$ cat config.mk
export PLATFORM = sky130hd
export DESIGN_NAME = adc_start_seq
export DESIGN_NICKNAME = d
export VERILOG_FILES = /design/src/rtl/adc_seq_pkg.sv /design/src/rtl/adc_sar_tick.sv /design/src/rtl/adc_start_sel.sv /design/src/rtl/adc_seq_core.sv /design/src/rtl/adc_start_seq.sv
export SDC_FILE = /design/constraint.sdc
export NUM_CORES = 1
export LEC_CHECK = 0
export ABC_CLOCK_PERIOD_IN_PS = 1800
export BUFFER_PORTS_ARGS = -buffer_cell sky130_fd_sc_hd__clkbuf_2
export CAP_MARGIN = 25
export CORE_MARGIN = 1.5
export CORE_UTILIZATION = 40
export CTS_CLUSTER_DIAMETER = 120
export DETAILED_ROUTE_END_ITERATION = 16
export PLACE_DENSITY = 0.58
export REMOVE_ABC_BUFFERS = 1
export SLEW_MARGIN = 20
export SYNTH_ARGS = -nofsm -noshare
export SYNTH_HDL_FRONTEND = slang
export SYNTH_SLANG_ARGS = --single-unit
$ cat constraint.sdc
create_clock -name clk -period 1.8 [get_ports clk]
set_input_delay 0.18 -clock clk [delete_from_list [all_inputs] [get_ports clk]]
set_output_delay 0.18 -clock clk [all_outputs]
set_load 0.01 [all_outputs]
$ cat src/rtl/adc_seq_pkg.sv
package adc_seq_pkg;

  typedef enum logic [1:0] {
    ST_IDLE  = 2'b00,
    ST_TRACK = 2'b01,
    ST_CONV  = 2'b10
  } seq_st_e;

  typedef enum logic [1:0] {
    SM_SOFT = 2'b00,
    SM_TMRA = 2'b01,
    SM_PIN  = 2'b10,
    SM_TMRB = 2'b11
  } start_mode_e;

  localparam int B_EN    = 7;
  localparam int B_TRK   = 6;
  localparam int B_DONE  = 5;
  localparam int B_BUSY  = 4;
  localparam int B_MODE  = 2;
  localparam int B_WIN   = 1;
  localparam int B_JUST  = 0;

  localparam int TRACK_TICKS = 3;

endpackage

$ cat src/rtl/adc_sar_tick.sv
module adc_sar_tick #(
  parameter int DIVW = 4
) (
  input  logic            clk,
  input  logic            rst_n,
  input  logic            en,
  input  logic            restart,
  input  logic [DIVW-1:0] div,
  output logic            tick
);

  logic [DIVW-1:0] cnt_q, cnt_d;

  assign tick = en && (cnt_q >= div);

  always_comb begin
    cnt_d = cnt_q;
    if (!en || restart || tick) begin
      cnt_d = '0;
    end else begin
      cnt_d = cnt_q + 1'b1;
    end
  end

  always_ff @(posedge clk or negedge rst_n) begin
    if (!rst_n) begin
      cnt_q <= '0;
    end else begin
      cnt_q <= cnt_d;
    end
  end

endmodule

$ cat src/rtl/adc_start_sel.sv
module adc_start_sel
  import adc_seq_pkg::*;
(
  input  logic        clk,
  input  logic        rst_n,
  input  logic        en,
  input  start_mode_e mode,
  input  logic        sw_go,
  input  logic        tmr_a,
  input  logic        tmr_b,
  input  logic        pin,
  output logic        trig
);

  logic pin_q;
  logic pin_rise;
  logic sel;

  assign pin_rise = pin && !pin_q;

  always_comb begin
    case (mode)
      SM_SOFT: sel = sw_go;
      SM_TMRA: sel = tmr_a;
      SM_PIN:  sel = pin_rise;
      SM_TMRB: sel = tmr_b;
      default: sel = 1'b0;
    endcase
  end

  assign trig = en && sel;

  always_ff @(posedge clk or negedge rst_n) begin
    if (!rst_n) begin
      pin_q <= 1'b0;
    end else begin
      pin_q <= pin;
    end
  end

endmodule

$ cat src/rtl/adc_seq_core.sv
module adc_seq_core
  import adc_seq_pkg::*;
#(
  parameter int N = 12
) (
  input  logic         clk,
  input  logic         rst_n,
  input  logic         en,
  input  logic         trk_style,
  input  start_mode_e  mode,
  input  logic         trig,
  input  logic         tick,
  input  logic         cmp,
  output logic         accept,
  output logic         busy,
  output logic         tracking,
  output logic         done,
  output logic [N-1:0] dac,
  output logic [N-1:0] result
);

  localparam int            TCW     = $clog2(TRACK_TICKS);
  localparam logic [TCW-1:0] TC_LAST = TCW'(TRACK_TICKS - 1);
  localparam logic [N-1:0]  MSB     = {1'b1, {(N-1){1'b0}}};

  seq_st_e        st_q, st_d;
  logic [TCW-1:0] tc_q, tc_d;
  logic [N-1:0]   mask_q, mask_d;
  logic [N-1:0]   work_q, work_d;
  logic [N-1:0]   res_q, res_d;
  logic [N-1:0]   decided;

  assign decided = cmp ? (work_q | mask_q) : work_q;

  always_comb begin
    st_d   = st_q;
    tc_d   = tc_q;
    mask_d = mask_q;
    work_d = work_q;
    res_d  = res_q;
    accept = 1'b0;
    done   = 1'b0;
    if (!en) begin
      st_d = ST_IDLE;
    end else begin
      case (st_q)
        ST_IDLE: begin
          if (trig) begin
            accept = 1'b1;
            st_d   = (trk_style && (mode != SM_PIN)) ? ST_TRACK : ST_CONV;
            tc_d   = '0;
            mask_d = MSB;
            work_d = '0;
          end
        end
        ST_TRACK: begin
          if (tick) begin
            if (tc_q == TC_LAST) begin
              st_d   = ST_CONV;
              mask_d = MSB;
              work_d = '0;
            end else begin
              tc_d = tc_q + 1'b1;
            end
          end
        end
        ST_CONV: begin
          if (tick) begin
            work_d = decided;
            mask_d = mask_q >> 1;
            if (mask_q[0]) begin
              st_d  = ST_IDLE;
              res_d = decided;
              done  = 1'b1;
            end
          end
        end
        default: st_d = ST_IDLE;
      endcase
    end
  end

  always_ff @(posedge clk or negedge rst_n) begin
    if (!rst_n) begin
      st_q   <= ST_IDLE;
      tc_q   <= '0;
      mask_q <= '0;
      work_q <= '0;
      res_q  <= '0;
    end else begin
      st_q   <= st_d;
      tc_q   <= tc_d;
      mask_q <= mask_d;
      work_q <= work_d;
      res_q  <= res_d;
    end
  end

  assign busy     = (st_q == ST_CONV);
  assign tracking = (st_q == ST_TRACK);
  assign dac      = busy ? (work_q | mask_q) : '0;
  assign result   = res_q;

endmodule

$ cat src/rtl/adc_start_seq.sv
module adc_start_seq
  import adc_seq_pkg::*;
#(
  parameter int N    = 12,
  parameter int DIVW = 4
) (
  input  logic            clk,
  input  logic            rst_n,
  input  logic            wr_en,
  input  logic [7:0]      wr_data,
  input  logic            tmr_a_ovf,
  input  logic            tmr_b_ovf,
  input  logic            cnv_pin,
  input  logic            cmp_in,
  input  logic [DIVW-1:0] div_sel,
  output logic [7:0]      rd_data,
  output logic            busy,
  output logic            track,
  output logic [N-1:0]    dac_code,
  output logic [N-1:0]    result
);

  logic [1:0]  rs_q;
  logic        rst_i_n;
  logic [7:0]  ctrl_q, ctrl_d;
  logic [7:0]  cfg;
  start_mode_e mode_eff;
  start_mode_e mode_reg;
  logic        trig;
  logic        tick;
  logic        accept;
  logic        in_track;
  logic        done;

  // reset: asserted asynchronously, released after two clock edges
  always_ff @(posedge clk or negedge rst_n) begin
    if (!rst_n) begin
      rs_q <= 2'b00;
    end else begin
      rs_q <= {rs_q[0], 1'b1};
    end
  end
  assign rst_i_n = rs_q[1];

  // decisions in a write cycle follow the value being written
  assign cfg      = wr_en ? wr_data : ctrl_q;
  assign mode_eff = start_mode_e'(cfg[B_MODE +: 2]);
  assign mode_reg = start_mode_e'(ctrl_q[B_MODE +: 2]);

  always_comb begin
    ctrl_d = ctrl_q;
    if (wr_en) begin
      ctrl_d         = wr_data;
      ctrl_d[B_BUSY] = 1'b0;
    end
    if (done) begin
      ctrl_d[B_DONE] = 1'b1;
    end
  end

  always_ff @(posedge clk or negedge rst_i_n) begin
    if (!rst_i_n) begin
      ctrl_q <= 8'h00;
    end else begin
      ctrl_q <= ctrl_d;
    end
  end

  adc_start_sel u_sel (
    .clk    (clk),
    .rst_n  (rst_i_n),
    .en     (cfg[B_EN]),
    .mode   (mode_eff),
    .sw_go  (wr_en && wr_data[B_BUSY]),
    .tmr_a  (tmr_a_ovf),
    .tmr_b  (tmr_b_ovf),
    .pin    (cnv_pin),
    .trig   (trig)
  );

  adc_sar_tick #(.DIVW(DIVW)) u_tick (
    .clk     (clk),
    .rst_n   (rst_i_n),
    .en      (cfg[B_EN]),
    .restart (accept),
    .div     (div_sel),
    .tick    (tick)
  );

  adc_seq_core #(.N(N)) u_core (
    .clk       (clk),
    .rst_n     (rst_i_n),
    .en        (cfg[B_EN]),
    .trk_style (cfg[B_TRK]),
    .mode      (mode_eff),
    .trig      (trig),
    .tick      (tick),
    .cmp       (cmp_in),
    .accept    (accept),
    .busy      (busy),
    .tracking  (in_track),
    .done      (done),
    .dac       (dac_code),
    .result    (result)
  );

  always_comb begin
    rd_data         = ctrl_q;
    rd_data[B_BUSY] = busy;
  end

  always_comb begin
    track = 1'b0;
    if (ctrl_q[B_EN]) begin
      if (in_track) begin
        track = 1'b1;
      end else if (!busy) begin
        track = ctrl_q[B_TRK] ? ((mode_reg == SM_PIN) && !cnv_pin) : 1'b1;
      end
    end
  end

endmodule

After elaboration in Yosys (flattened, before gate mapping)
Index checks and enable logic that the tools add are counted.
{ "word_totals": {"out_inout_bits": 34, "input_bits": 19, "word_cells": 92, "regBits": 54} }
{ "classes": {"n_eq_ne": 18, "add_sub_neg": 2, "n_reduce_logical": 20, "n_lt_le_gt_ge": 1, "muxes": 40, "n_bitwise": 1} }
{ "op_table": {"columns": ["op", "count"], "rows": [
  ["$mux W12", 10],
  ["$pmux W12 S3", 2],
  ["$mux W2", 10],
  ["$mux W1", 12],
  ["$ne A3 B2 Y1 const B", 4],
  ["$or A12 B12 Y12", 1],
  ["$eq A2 B2 Y1 const B", 5],
  ["$reduce_and A5 Y1", 2],
  ["$mux W8", 1],
  ["$logic_and A1 B1 Y1", 6],
  ["$mux W6", 1],
  ["$ne A2 B1 Y1 const B", 3],
  ["$ne A2 B2 Y1 const B", 3],
  ["$pmux W2 S3", 1],
  ["$reduce_and A6 Y1", 1],
  ["$add A4 B1 Y4 const B", 1],
  ["$eq A2 B1 Y1 const B", 2],
  ["$ge A4 B4 Y1", 1],
  ["$logic_not A2 Y1", 2],
  ["$mux W4", 1],
  ["$pmux W1 S4", 1],
  ["$pmux W2 S2", 1],
  ["$reduce_and A4 Y1", 1],
  ["$reduce_bool A2 Y1", 2],
  ["other kinds (5)", 8]
]} }

Logic depth before layout (Yosys ltp)
Gate-level depths: netlist (run 1).
{ "depth": {"depth_word": 10, "mapped_depth": 9, "depth_no_buf": 8} }

Cells and area by module
A second synthesis (run 1) with hierarchy kept.
{ "unflattened": {"cells_unflattened": 277, "area_unflattened_um2": 2748.9} }
{ "modules_own_cells": {"columns": ["module", "n_inst", "cells_per_inst", "area_each_um2"], "rows": [
  ["adc_seq_core", 1, 221, 2054.5],
  ["adc_start_seq", 1, 24, 357.8],
  ["adc_sar_tick", 1, 27, 271.5],
  ["adc_start_sel", 1, 5, 65.1]
]} }

Worst setup path before layout (run 1)
OpenSTA, ideal clock, no wires.
{ "synth_timing": {"path_type": "register -> register", "from": "reg u_tick.cnt_q[0]", "to": "reg u_core.mask_q[10]", "path_buffers": 1, "path_stages_with_launch": 10, "synth_period_minus_slack_ns": 2.113, "arrival_ns": 1.990, "setup_slack_ns": -0.313, "setup_ns": 0.123, "cell_sequence": "dfrtp_1 inv_1 ha_1 nand2b_4 a2111oi_4 nor2_2 and4_4 o21a_2 buf_8 mux2i_1"} }
{ "synth_via": {"elab_chain_cells": 4} }
{ "synth_rtl": {"columns": ["element", "line_no", "text"], "rows": [
  ["start, declared", "adc_sar_tick.sv:12", "logic [DIVW-1:0] cnt_q, cnt_d;"],
  ["start signal, assigned", "adc_sar_tick.sv:29", "cnt_q <= cnt_d;"],
  ["$ge A4 B4 Y1 (*)", "adc_sar_tick.sv:14", "assign tick = en && (cnt_q >= div);"],
  ["$logic_and A1 B1 Y1 (*)", "adc_sar_tick.sv:14", null],
  ["$ne A2 B1 Y1 (no line)", null, null],
  ["$reduce_and A6 Y1 (no line) (*)", null, null],
  ["end signal, assigned", "adc_seq_core.sv:93", "mask_q <= mask_d;"],
  ["end, declared", "adc_seq_core.sv:28", "logic [N-1:0] mask_q, mask_d;"]
]} }
Mark *: on every way between the ends. The rest lies on a longest branch, timed or not.
A chain may end at the register's enable or synchronous reset.

Worst setup path in the final report (run 1)
{ "layout_timing": {"from": "reg ctrl_q[2]", "to": "reg u_core.st_q[1]"} }
{ "layout_via": {"elab_chain_cells": 7} }
{ "layout_rtl": {"columns": ["element", "line_no", "text"], "rows": [
  ["start, declared", "adc_start_seq.sv:25", "logic [7:0] ctrl_q, ctrl_d;"],
  ["start signal, assigned", "adc_start_seq.sv:65", "ctrl_q <= ctrl_d;"],
  ["$mux W8 (*)", "adc_start_seq.sv:46", "assign cfg = wr_en ? wr_data : ctrl_q;"],
  ["parallel branches: the longest is 6 deep, another holds $reduce_and A5 Y1", null, null],
  ["end signal, assigned", "adc_seq_core.sv:91", "st_q <= st_d;"],
  ["end, declared", "adc_seq_core.sv:26", "seq_st_e st_q, st_d;"]
]} }
Mark *: on every way between the ends. The select of a mux whose other input is x is not followed.

==> results of run 1 <==
## cells by family after synthesis
kind of cell	synth area share, %
multiplexers	7.159
buffers and inverters	8.344
adder cells (fa/ha/maj)	3.101
flip-flops	49.25
AND/OR/NAND/NOR	13.32
other	0.1367
XOR/XNOR	0.6385
AO/OA/AOI/OAI	18.06
## worst max-delay path: stages, from the launching register on
cell,delay [ps]
dfrtp_1,420
buf_4,150
nand2b_4,150
o21ai_2,160
a32oi_2,130
or4_4,540
o31ai_4,140
buf_12,180
a32o_1,110
## cells in the mapped netlist (2+ instances only)
library cell	instances
or3_1	2
and3_1	12
mux2i_1	14
ha_1	6
a2111oi_0	4
mux2_2	5
nand2b_4	2
a21oi_1	36
nand3_1	2
nor3_1	3
inv_1	36
dfrtp_1	54
nor2_1	5
buf_6	2
clkbuf_1	8
o21ai_0	26
nand2_1	31
a22o_1	2
## state kept, by name (all words and copies together), names as in the netlist
register       cells
u_core.st_q        2
u_tick.cnt_q       4
u_core.result     12
ctrl_q             7
rs_q               2
u_core.mask_q     12
u_sel.pin_q        1
u_core.tc_q        2
u_core.work_q     12
## stage by stage
| step | setup TNS, ps | instance area (sq um) | util, % | setup slack (ps) | hold slack, ps |
|---|---|---|---|---|---|
| floorplan | -10930 | 2650 | - | -358.2 | -115.6 |
| global placement | -9371 | 3292 | 48.99 | -304.9 | -33.15 |
| detailed placement | -11570 | 3292 | 48.99 | -368.8 | -30.72 |
| CTS | -7132 | 3598 | 53.56 | -209.1 | 17.53 |
| global route | -12130 | 3704 | 55.12 | -344.3 | 46.20 |
| finish | -7804 | 3704 | 55.12 | -229.8 | 51.89 |
## power breakdown
group | switching, uW | internal [uW]
Clock | 409 | 318
Sequential | 93.0 | 1330
Combinational | 564 | 490
Total | 1070 | 2130
## how the worst min path moves through the flow
stage | endpoint | cells after the start | slack [ps] | startpoint
CTS | u_sel.pin_q | 1 | 20 | cnv_pin
finish | u_sel.pin_q | 1 | 50 | cnv_pin
global route | u_sel.pin_q | 1 | 50 | cnv_pin
detailed placement | rs_q[0] | 1 | -30 | rst_n
floorplan | rs_q[0] | 0 | -120 | rst_n
global placement | rs_q[0] | 1 | -30 | rst_n
## placed cells by master (no fill, tap or decap), drive strengths merged, types with 2 or more instances in the layout
cell type,count
clkbuf,57
dfrtp,54
buf,44
inv,36
a21oi,36
nand2,31
o21ai,28
mux2i,14
and3,12
ha,6
nor2,6
mux2,5
a2111oi,5
nor3,3
nand3,2
nand2b,2
or3,2
o21a,2
a22o,2
clkinv,2
nand3b,2
## repair_timing
action / in CTS / in global routing
hold buffers: 1 / 0
gates cloned: 2 / 1
hold endpoints to repair: 2 / 0
gates resized for setup: 51 / 23
pin swaps: 16 / 12
buffers inserted: 2 / 5
setup endpoints to repair: 45 / 49
## final cells by class
type                    instances  area (sq um)
flip-flops and latches         54          1354
clock inverters                 2         17.52
fillers                       601          3015
multi-input cells             178          1348
clock buffers                   6         82.58
well taps                      80         100.1
inverters                      36         135.1
repair buffers                 96         666.9
## per-layer routing
| layer | routed length (um) | share of wire [%] | global-route usage, % | up-vias |
|---|---|---|---|---|
| li1 | - | - | - | 1139 |
| met1 | 3018 | 46 | 25.22 | 1114 |
| met2 | 3199 | 49 | 31.07 | 57 |
| met3 | 268 | 4.1 | 3.465 | 8 |
| met4 | 80 | 1.2 | 4.985 | 0 |
| met5 | 0 | 0 | 0 | - |
==> flow_metrics.env, run 1 <==
export IMPL_slew_violations=0
export IMPL_syn_to_final_growth_pct=34.97
export IMPL_post_route_period_util_pct=112.8
export IMPL_r2r_end="u_core.st_q[1]"
export IMPL_first_iter_violations=104
export IMPL_ys_seq_area_share_pct=49.25
export IMPL_synth_area_sq_mm=0.002744
export IMPL_port_buffer_count=52
export IMPL_crit_path_end_kind="flop"
export IMPL_critPathLaunchType="flop"
export IMPL_dieArea_sq_mm=0.007366
export IMPL_htree_levels=2
export IMPL_synth_main_ff_cell="dfrtp_1"
export IMPL_ir_worst_vdd_v=0.0004168
export IMPL_grt_pass1_wl_um=10880
export IMPL_cts_tree="yes"
export IMPL_ff2ff_path_depth=8
export IMPL_power_uw=3200
export IMPL_n_antenna_cell=0
export IMPL_grt_max_degree=43
export IMPL_dieWidth_um=85.83
export IMPL_clkSinkCount=54
export IMPL_fin_ws_ps=-229.8
export IMPL_rsz0062_at_grt="yes"
export IMPL_drc_errors=0
export IMPL_violations="setup timing"
export IMPL_required_ps=2050
export IMPL_stdcell_count=452
export IMPL_clk_pin_slew_ps=90
export IMPL_finalHoldViolCount=0
export IMPL_cp_startpoint="ctrl_q[2]"
export IMPL_root_buffer="clkbuf_8"
export IMPL_wl_per_cell_um=14.53
export IMPL_antenna_found_initial=0
export IMPL_rows=30
export IMPL_post_place_cells=433
export IMPL_synthCells=281
export IMPL_synth_cell_type_count=49
export IMPL_powerDensity_mw_per_mm2=864.1
export IMPL_status="finished, violations left"
export IMPL_overflow=0
export IMPL_crit_end="u_core.st_q[1]"
export IMPL_dr_pass1_iters=4
export IMPL_synthTopCellsByArea="dfrtp_1, a21oi_1, mux2i_1"
export IMPL_hp_class="in -> reg"
export IMPL_cts_buffers=5
export IMPL_worstMarginPinSlew_ps=656.1
export IMPL_yosys_register_bits=54
export IMPL_core_sq_mm=0.006719
export IMPL_hpwl_um=4338
export IMPL_synth_async_sr_flop_share_pct=100.0
export IMPL_die_h_um=85.83
export IMPL_setup_violations=44
export IMPL_synth_edf_count=0
export IMPL_grt_usage_pct=18.69
export IMPL_yosys_area_top_type="dfrtp_1"
export IMPL_rrSetupSlack_ps=-230
export IMPL_min_period_ps=2030
export IMPL_ys_warn_count=0
export IMPL_antenna_left=0
export IMPL_crit_type="reg -> reg"
export IMPL_routed_wl_um=6567
export IMPL_crit_path_max_fanout=7
export IMPL_nets=396
export IMPL_clock_latency_ps=310
export IMPL_max_cap_violations=0
export IMPL_layout_drive_gt1_share_pct=38.98
export IMPL_num_io_pins=53
export IMPL_p_leak_uw=0.001752
export IMPL_regToRegStartpoint="ctrl_q[2]"
export IMPL_maxSlewHeadroom_pct=56.10
export IMPL_place_gp_congestion=0.7267
export IMPL_avgSynthCellArea_sq_um=9.765
export IMPL_clk_path_buf_depth=2
export IMPL_start_util_pct=40.84
export IMPL_via_per_inst=5.128
export IMPL_worstPathArrival_ps=2280
export IMPL_fmax_ghz=0.4927
export IMPL_finClkSkew_ps=11.93
export IMPL_yosysTopAreaCellShare_pct=49.25
export IMPL_first_global_vias=2284
export IMPL_vias=2318
Power figures use the tool's default switching activity.
==> inputs of run 2 (changes only) <==
CTS_BUF_LIST = sky130_fd_sc_hd__clkbuf_8   (was unset)
SETUP_SLACK_MARGIN = 0.5   (was unset)
==> run 2 against run 1 <==
Net effect: combinational power rose by 19%; wire length rose by 3.9%; total power rose by 6.2%; largest power group unchanged; clock skew barely moved; the flow still finishes with violations (setup timing); cell area rose by 5.4%; fmax barely moved; critical endpoint unchanged; sequential share of layout area fell by 1.9 points.
==> flow_metrics.env, run 2 (synthesis results as in run 1) <==
export IMPL_dieWidth_um=85.83
export IMPL_cp_startpoint="u_tick.cnt_q[0]"
export IMPL_post_route_period_util_pct=112.8
export IMPL_via_per_inst=5.218
export IMPL_fmax_ghz=0.4925
export IMPL_htree_levels=2
export IMPL_core_sq_mm=0.006719
export IMPL_drc_errors=0
export IMPL_rows=30
export IMPL_routed_wl_um=6826
export IMPL_final_common_cell="dfrtp_1"
export IMPL_sequentialPowerShare_pct=41.9
export IMPL_switching_power_uw=1160
export IMPL_violations="setup timing"
export IMPL_critPathLaunchType="flop"
export IMPL_crit_path_max_fanout=7
export IMPL_fin_ws_ps=-230.5
export IMPL_hp_class="in -> reg"
export IMPL_grt_usage_pct=18.96
export IMPL_worstMarginPinSlew_ps=657.4
export IMPL_clk_path_buf_depth=2
export IMPL_worstPathArrival_ps=2230
export IMPL_port_buffer_count=52
export IMPL_seq_area_sq_mm=0.001354
export IMPL_setup_violations=44
export IMPL_crit_path_end_kind="flop"
export IMPL_power_frac_comb_pct=36.7
export IMPL_multi_input_area_sq_mm=0.001430
export IMPL_die_h_um=85.83
export IMPL_n_antenna_cell=0
export IMPL_grt_pass1_wl_um=11030
export IMPL_ff2ff_path_depth=9
export IMPL_cts_tree="yes"
export IMPL_clock_latency_ps=310
export IMPL_grt_max_degree=43
export IMPL_start_util_pct=40.84
export IMPL_num_fill_cells=572
export IMPL_place_area_sq_mm=0.003292
export IMPL_dr_pass1_iters=5
export IMPL_slew_violations=0
export IMPL_post_place_cells=433
export IMPL_overflow=0
export IMPL_maxSlewHeadroom_pct=56.01
export IMPL_place_gp_congestion=0.7267
export IMPL_layout_drive_gt1_share_pct=43.92
export IMPL_r2r_end="u_core.st_q[1]"
export IMPL_intPower_uw=2238
export IMPL_wl_per_cell_um=14.90
export IMPL_finalInstanceArea_sq_mm=0.003902
export IMPL_crit_chain="inv_1 -> ha_1 -> nand2b_4 -> a2111oi_4 -> nor2_4 -> nand2_1 -> o31ai_4 -> buf_12 -> a32o_1"
export IMPL_ir_worst_vdd_v=0.0004377
export IMPL_antenna_found_initial=0
export IMPL_final_cell_mix="dfrtp_1, buf_4, clkbuf_2"
export IMPL_finClkSkew_ps=12.03
export IMPL_clk_pin_slew_ps=90
export IMPL_rrSetupSlack_ps=-230
export IMPL_regToRegStartpoint="u_tick.cnt_q[0]"
export IMPL_required_ps=2000
export IMPL_clkSinkCount=54
export IMPL_max_cap_violations=0
export IMPL_syn_to_final_growth_pct=42.23
export IMPL_antenna_left=0
export IMPL_status="finished, violations left"
export IMPL_first_iter_violations=120
export IMPL_cts_buffers=5
export IMPL_p_leak_uw=0.001814
export IMPL_rsz0062_at_grt="yes"
export IMPL_crit_path_max_incr_delay_ps=370
export IMPL_crit_end="u_core.st_q[1]"
export IMPL_stdcell_count=458
export IMPL_root_buffer="clkbuf_8"
export IMPL_min_period_ps=2031
export IMPL_pwr_share_clk_pct=21.5
export IMPL_first_global_vias=2312
export IMPL_finalHoldViolCount=0
export IMPL_vias=2390
export IMPL_num_io_pins=53
export IMPL_swShare_pct=34.14
export IMPL_crit_type="reg -> reg"
export IMPL_dieArea_sq_mm=0.007366
export IMPL_nets=402
export IMPL_powerDensity_mw_per_mm2=870.7
export IMPL_cp_slowest_cell="a2111oi_4"
export IMPL_hpwl_um=4338
-- run 2: cell count changes in the layout (fill, tap and decap cells not counted), moves of 2 or more --
cell and change:
clkbuf_2 -16, inv_1 -2, buf_2 +10, a21oi_1 -12, a21oi_2 +7, a21oi_4 +5
buf_6 +9
-- run 2: area by class of cell --
type	count	area share, %
Clock inverter	2	0.4489
Multi-Input combinational cell	178	36.65
Timing Repair Buffer	102	20.01
Inverter	36	3.527
Sequential cell	54	34.69
Clock buffer	6	2.116
Tap cell	80	2.565
-- run 2: how the worst min path moves through the flow --
stage / startpoint / endpoint / slack (ps) / depth (start not counted)
detailed placement: rst_n / rs_q[0] / -30 / 1
finish: cnv_pin / u_sel.pin_q / 40 / 1
floorplan: rst_n / rs_q[0] / -120 / 0
CTS: cnv_pin / u_sel.pin_q / 30 / 1
global route: cnv_pin / u_sel.pin_q / 30 / 1
global placement: rst_n / rs_q[0] / -30 / 1
-- run 2: power by group through the flow --
stage / Combinational, uW / Sequential, uW / Clock [uW]
final: 1250 / 1420 / 729
after global routing: 1340 / 1440 / 800
after CTS: 1110 / 1420 / 754
after detailed placement: 824 / 1440 / 0
after global placement: 808 / 1440 / 0
after floorplan: 415 / 1460 / 0
-- run 2: per-stage QoR --
stage	total power [uW]	utilization, %	worst slack (ps)	hold WS, ps	TNS, ps
4_1_cts	3285	55.33	-209.1	26.84	-7135
6_report	3398	58.08	-230.5	35.76	-7989
5_1_grt	3581	58.08	-348.7	27.81	-12330
2_1_floorplan	1873	-	-358.2	-115.6	-10930
3_5_place_dp	2261	48.99	-368.8	-30.72	-11570
3_3_place_gp	2245	48.99	-304.9	-33.15	-9371
-- run 2: worst max-delay path: cells and delay by family (launching register included) --
family / cells / cell delay [ps]
simple gates: 3 / 410
flops: 1 / 360
fa+ha+maj: 1 / 260
buf+inv: 2 / 210
compound gates: 3 / 680
-- run 2: routing by layer --
| layer | share of wire [%] | vias to the layer above | global-route usage [%] | wire, um |
|---|---|---|---|---|
| met3 | 3.3 | 12 | 3.465 | 223 |
| li1 | - | 1155 | - | - |
| met4 | 1.5 | 0 | 4.985 | 104 |
| met1 | 46 | 1157 | 25.29 | 3141 |
| met2 | 49 | 66 | 31.93 | 3358 |
| met5 | 0 | - | 0 | 0 |
-- run 2: timing repair --
item | 4_1_cts | 5_1_grt
endpoints found under the setup margin | 60 | 61
pin swaps | 17 | 12
gates cloned | 3 | 1
resized for setup | 78 | 48
hold buffers | 1 | 0
setup buffers | 5 | 7
hold endpoints to repair | 2 | 0
